$ cat src/rtl/npc_pkg.sv
package npc_pkg;
    typedef enum logic [3:0] {
        CF_NONE = 4'd0,
        CF_JUMP = 4'd1,
        CF_JREG = 4'd2,
        CF_BEQ  = 4'd3,
        CF_BNE  = 4'd4,
        CF_BGEZ = 4'd5,
        CF_BGTZ = 4'd6,
        CF_BLEZ = 4'd7,
        CF_BLTZ = 4'd8
    } cf_kind_e;

    typedef enum logic [1:0] {
        SQ_RUN    = 2'd0,
        SQ_SLOT   = 2'd1,
        SQ_SQUASH = 2'd2
    } seq_state_e;
endpackage

$ cat src/rtl/npc_branch_cmp.sv
module npc_branch_cmp
    import npc_pkg::*;
#(
    parameter int XLEN = 32
) (
    input  logic [3:0]      kind,
    input  logic [XLEN-1:0] a,
    input  logic [XLEN-1:0] b,
    output logic            is_branch,
    output logic            cond_true
);
    logic neg;
    logic zero;
    logic same;

    assign neg  = a[XLEN-1];
    assign zero = (a == '0);
    assign same = (a == b);

    always_comb begin
        is_branch = 1'b1;
        cond_true = 1'b0;
        unique case (kind)
            CF_BEQ:  cond_true = same;
            CF_BNE:  cond_true = !same;
            CF_BGEZ: cond_true = !neg;
            CF_BGTZ: cond_true = !neg && !zero;
            CF_BLEZ: cond_true = neg || zero;
            CF_BLTZ: cond_true = neg;
            default: is_branch = 1'b0;
        endcase
    end
endmodule

$ cat src/rtl/npc_target_gen.sv
module npc_target_gen
    import npc_pkg::*;
#(
    parameter int XLEN   = 32,
    parameter int OFF_W  = 16,
    parameter int JIDX_W = 26
) (
    input  logic [XLEN-1:0]   pc,
    input  logic [3:0]        kind,
    input  logic [XLEN-1:0]   a,
    input  logic [OFF_W-1:0]  off,
    input  logic [JIDX_W-1:0] jidx,
    output logic [XLEN-1:0]   seq_pc,
    output logic [XLEN-1:0]   link_pc,
    output logic [XLEN-1:0]   target
);
    localparam int UPPER_W = XLEN - JIDX_W - 2;
    localparam int SEXT_W  = XLEN - OFF_W - 2;

    logic [XLEN-1:0] jump_tgt;
    logic [XLEN-1:0] br_tgt;

    assign seq_pc   = pc + XLEN'(4);
    assign link_pc  = pc + XLEN'(8);
    assign jump_tgt = {pc[XLEN-1 -: UPPER_W], jidx, 2'b00};
    assign br_tgt   = seq_pc + {{SEXT_W{off[OFF_W-1]}}, off, 2'b00};

    always_comb begin
        unique case (kind)
            CF_JUMP: target = jump_tgt;
            CF_JREG: target = a;
            default: target = br_tgt;
        endcase
    end
endmodule

$ cat src/rtl/npc_sequencer.sv
module npc_sequencer
    import npc_pkg::*;
#(
    parameter int          XLEN     = 32,
    parameter int          OFF_W    = 16,
    parameter int          JIDX_W   = 26,
    parameter logic [31:0] RESET_PC = 32'hBFC0_0000
) (
    input  logic              clk,
    input  logic              rst_n,
    input  logic              in_valid,
    input  logic              in_ready,
    input  logic [3:0]        cf_kind,
    input  logic              cf_link,
    input  logic              cf_likely,
    input  logic [XLEN-1:0]   op_a,
    input  logic [XLEN-1:0]   op_b,
    input  logic [OFF_W-1:0]  br_off,
    input  logic [JIDX_W-1:0] jmp_idx,
    output logic [XLEN-1:0]   fetch_pc,
    output logic              link_we,
    output logic [XLEN-1:0]   link_data,
    output logic              annul
);
    seq_state_e      state_q, state_d;
    logic [XLEN-1:0] pc_q, pc_d;
    logic [XLEN-1:0] tgt_q, tgt_d;

    logic            step;
    logic            is_branch, cond_true, is_jump, xfer, taken;
    logic [XLEN-1:0] seq_pc, link_pc, target;

    npc_branch_cmp #(.XLEN(XLEN)) cmp_i (
        .kind      (cf_kind),
        .a         (op_a),
        .b         (op_b),
        .is_branch (is_branch),
        .cond_true (cond_true)
    );

    npc_target_gen #(.XLEN(XLEN), .OFF_W(OFF_W), .JIDX_W(JIDX_W)) tgt_i (
        .pc      (pc_q),
        .kind    (cf_kind),
        .a       (op_a),
        .off     (br_off),
        .jidx    (jmp_idx),
        .seq_pc  (seq_pc),
        .link_pc (link_pc),
        .target  (target)
    );

    assign step    = in_valid && in_ready;
    assign is_jump = (cf_kind == CF_JUMP) || (cf_kind == CF_JREG);
    assign xfer    = (state_q == SQ_RUN) && (is_jump || is_branch);
    assign taken   = is_jump || (is_branch && cond_true);

    // next-state and next-PC
    always_comb begin
        state_d = state_q;
        pc_d    = pc_q;
        tgt_d   = tgt_q;
        unique case (state_q)
            SQ_RUN: if (step) begin
                pc_d = seq_pc;
                if (xfer && taken) begin
                    state_d = SQ_SLOT;
                    tgt_d   = target;
                end else if (xfer && cf_likely && is_branch) begin
                    state_d = SQ_SQUASH;
                end
            end
            SQ_SLOT: if (step) begin
                pc_d    = tgt_q;
                state_d = SQ_RUN;
            end
            SQ_SQUASH: if (step) begin
                pc_d    = seq_pc;
                state_d = SQ_RUN;
            end
            default: state_d = SQ_RUN;
        endcase
    end

    always_ff @(posedge clk) begin
        if (!rst_n) begin
            state_q <= SQ_RUN;
            pc_q    <= RESET_PC[XLEN-1:0];
            tgt_q   <= '0;
        end else begin
            state_q <= state_d;
            pc_q    <= pc_d;
            tgt_q   <= tgt_d;
        end
    end

    // outputs
    always_comb begin
        fetch_pc  = pc_q;
        link_data = link_pc;
        link_we   = step && xfer && cf_link;
        annul     = step && (state_q == SQ_SQUASH);
    end

    assert_stall_hold_R2: assert property (@(posedge clk) disable iff (!rst_n)
        !step |=> $stable(fetch_pc));
    assert_stall_quiet_R2: assert property (@(posedge clk) disable iff (!rst_n)
        !step |-> (!link_we && !annul));
    assert_seq_adv_R3: assert property (@(posedge clk) disable iff (!rst_n)
        (state_q == SQ_RUN && step && !xfer) |=> fetch_pc == $past(fetch_pc) + XLEN'(4));
    assert_slot_redirect_R4: assert property (@(posedge clk) disable iff (!rst_n)
        (state_q == SQ_SLOT && step) |=> fetch_pc == $past(tgt_q));
    assert_annul_single_R10: assert property (@(posedge clk) disable iff (!rst_n)
        annul |=> (state_q == SQ_RUN));
    assert_slot_no_link_R12: assert property (@(posedge clk) disable iff (!rst_n)
        (state_q != SQ_RUN) |-> !link_we);
endmodule

$ cat config.mk
export PLATFORM = sky130hd
export DESIGN_NAME = npc_sequencer
export DESIGN_NICKNAME = d
export VERILOG_FILES = /design/src/rtl/npc_pkg.sv /design/src/rtl/npc_branch_cmp.sv /design/src/rtl/npc_target_gen.sv /design/src/rtl/npc_sequencer.sv
export SDC_FILE = /design/constraint.sdc
export NUM_CORES = 1
export LEC_CHECK = 0
export CAP_MARGIN = 20
export CELL_PAD_IN_SITES_DETAIL_PLACEMENT = 1
export CELL_PAD_IN_SITES_GLOBAL_PLACEMENT = 1
export CORE_ASPECT_RATIO = 1.75
export CORE_MARGIN = 2
export CORE_UTILIZATION = 35
export DETAILED_ROUTE_END_ITERATION = 10
export PLACE_DENSITY = 0.84
export SYNTH_ARGS = -nofsm -noshare
export SYNTH_HDL_FRONTEND = slang
export SYNTH_HIERARCHICAL = 1
export SYNTH_SLANG_ARGS = --single-unit
$ cat constraint.sdc
create_clock -name clk -period 4.3 [get_ports clk]
set_input_delay 0.86 -clock clk [delete_from_list [all_inputs] [get_ports clk]]
set_output_delay 0.86 -clock clk [all_outputs]
set_load 0.02 [all_outputs]
==> run metrics <==
Req. time, crit path=4.57 ns; Tcrit/Tclk final=94.8%; hold_buf cts=0; total negative slack=0 ns; vias in the first global route=7,849; part of the power in the clock network=31.1%; Synth area leader=dfxtp_1; full die area=20,600 sq um; CTS clk-pin slew, worst paths=0.06 ns; largest net degree at the start of global routing=76; Netlist cell types=76; Max Fclk=245 MHz; Synth Register Bits=66; worst r2r path cells=16; Placed Cells incl. Taps=1,275; worst skew pair latency=0.34 ns; setup ws final=0.224 ns; Rows=67; sequential area share after synthesis=19.5%; top_reg_cell synth=dfxtp_1; number of DRC markers in iteration 0=289; drt pass-1 iters=6; P_leak=3.45 nW; Critical-path top delay cell=dfxtp_1; cell-internal power=0.00170 W; CTS tree=built; CORE AREA=19,100 sq um; ANT cells=0; Post-Syn Instances=877; Top Ports=182; first-pass GRT wire length=40,800 um; share of layout cells above drive strength 1=8.10%; sw frac=35.5%; Post-DRT Antenna Nets=0; total track usage=25.4%; Layout area overhead=35.7%; Max H-tree Level=3; combinational power share=42.0%; CP Class=reg -> reg; die width=109 um; EDFF count, synth=0; Routability Congestion=0.851; critical path peak fanout=6; main area contributors after synthesis=dfxtp_1 (19%), xor2_1 (8.6%), nand2_1 (7.2%); slew margin rel.=37.6%; Initial Utilization=35.5%; I/O Buffers=181; vias per cell=5.69; routed wire length=25,900 um; CP Capture Type=flop; Util after Layout=48.2%; # Max-Cap Violations=0; Resized cells post-CTS=0; Place WS=0.175 ns; final setup fails=0; Fin Clk Skew=0.00626 ns; status=finished clean; worst hold-check path type=reg -> reg; clock buffer count from CTS=9; root buffer cell=clkbuf_16; clk sinks=66; Mapped Nets=1,032; final hold violations=0; layout net count=1,200; final slew viol count=0; Avg Cell Area, Syn=7.74 sq um; unrepaired setup endpoints after global routing=no; Slew @ Worst Pin=0.936 ns; hold path cells=2; proportion of netlist area held by the largest area contributor=19.5%; Synth Cell Area=6790 sq um; synth warn=6; post-CTS setup buffer count=0; P per Cell Area=286 nW/um^2; Max Buffers Root-to-Sink=2; fin crit period=4.08 ns; initial antenna violation count=0; fin cells=1,291; Arr. time, crit path=4.34 ns; global route overflow=0; Max VDD drop=0.173 mV; Flop pwr share=26.9%; residual DRC count=0; switching power total=0.000936 W; Async S/R FF share, synth=0%; WL/cell=20.0 um; Die Span Y=188 um; Startpoint Class=flop; DR vias=7,344; crit-path cells=ha_2, nand4_4, nor3_4, nand3_1, xnor2_1, ha_1, a21oi_1, o21ai_0, a221o_1, a31oi_1, buf_4, o41ai_1, xnor2_1, o21ai_0, nand2_1, mux2i_1; DP HPWL=21,000 um; max incr delay on CP=0.43 ns
## placed cells by master, fill, tap and decap left out, types with 16 or more instances in the layout
master / instances
a21oi_1: 30
a22oi_1: 29
buf_4: 30
clkdlybuf4s50_1: 180
dfxtp_1: 66
ha_1: 37
inv_1: 16
mux2i_1: 48
nand2_1: 131
nand3_1: 25
nand4_1: 22
nor2_1: 48
nor3_1: 46
nor4_1: 20
o21ai_0: 49
xnor2_1: 46
xor2_1: 67
## cell type report
class	count	area (sq um)
Clock buffer	12	267
Sequential cell	66	1320
Clock inverter	4	72.6
Tap cell	241	302
Timing Repair Buffer	212	2050
Inverter	16	60.1
Multi-Input combinational cell	740	5140
Fill cell	2342	9900
## cells in the mapped netlist (all sizes together) (15+ instances only)
library cell  count
nand2           132
xor2             67
dfxtp            66
nor2             51
nor3             50
o21ai            49
mux2i            48
xnor2            47
ha               38
a21oi            31
a22oi            29
buf              28
clkbuf           26
nand3            25
nand4            24
nor4             21
a211oi           18
inv              16
a21o             15
## critical path: cells and delay by family (launching register included)
family	cells	cell delay [ns]
flip-flops	1	0.43
multiplexers	1	0.16
adder cells (fa/ha/maj)	2	0.66
AND/OR/NAND/NOR	4	0.70
XOR/XNOR	2	0.52
AO/OA/AOI/OAI	6	1.33
buffers and inverters	1	0.20
## sequential cells by signal, indices dropped and copies added, names as in the netlist
| register | count |
|---|---|
| fetch_pc | 32 |
| state_q | 2 |
| tgt_q | 32 |
## power by group through the flow
| stage | Sequential, W | Clock (W) | Combinational [W] |
|---|---|---|---|
| finish | 0.000710 | 0.000821 | 0.00111 |
| detailed placement | 0.000722 | 0 | 0.00109 |
| floorplan | 0.000747 | 0 | 0.000626 |
| CTS | 0.000709 | 0.000830 | 0.00110 |
| global placement | 0.000719 | 0 | 0.00107 |
| global route | 0.000716 | 0.000854 | 0.00120 |
## kinds of logic (layout without fill, tap and decap cells)
group / after synthesis / after routing / share of synthesized area [%]
AOI/OAI and AO/OA: 199 / 199 / 20.9
muxes: 49 / 49 / 7.24
xor gates and xnor gates: 115 / 115 / 15.0
DFF: 66 / 66 / 19.5
and+or+nand+nor: 338 / 338 / 24.3
adders and majority gates: 39 / 39 / 7.30
buffers and inverters: 71 / 244 / 5.77
## final timing paths
check | start | to | slack, ns
min reg2reg | tgt_q[2] | tgt_q[2] | 0.46
min | tgt_q[2] | tgt_q[2] | 0.46
max | fetch_pc[3] | tgt_q[28] | 0.22
max reg2reg | fetch_pc[3] | tgt_q[28] | 0.22
## stage by stage
stage	total power, W	hold slack [ns]	area [sq um]
floorplan	0.00137	0.434	6790
global placement	0.00179	0.443	8820
detailed placement	0.00181	0.447	8820
CTS	0.00264	0.459	9160
global route	0.00277	0.484	9210
finish	0.00264	0.457	9210
## per-layer routing
layer | wire length (um) | global-route usage [%]
met5 | 0 | 0
met4 | 1430 | 13.6
met3 | 1080 | 3.15
met2 | 13400 | 46.6
met1 | 9930 | 27.6
No activity file was read; power rests on OpenSTA's default activity.
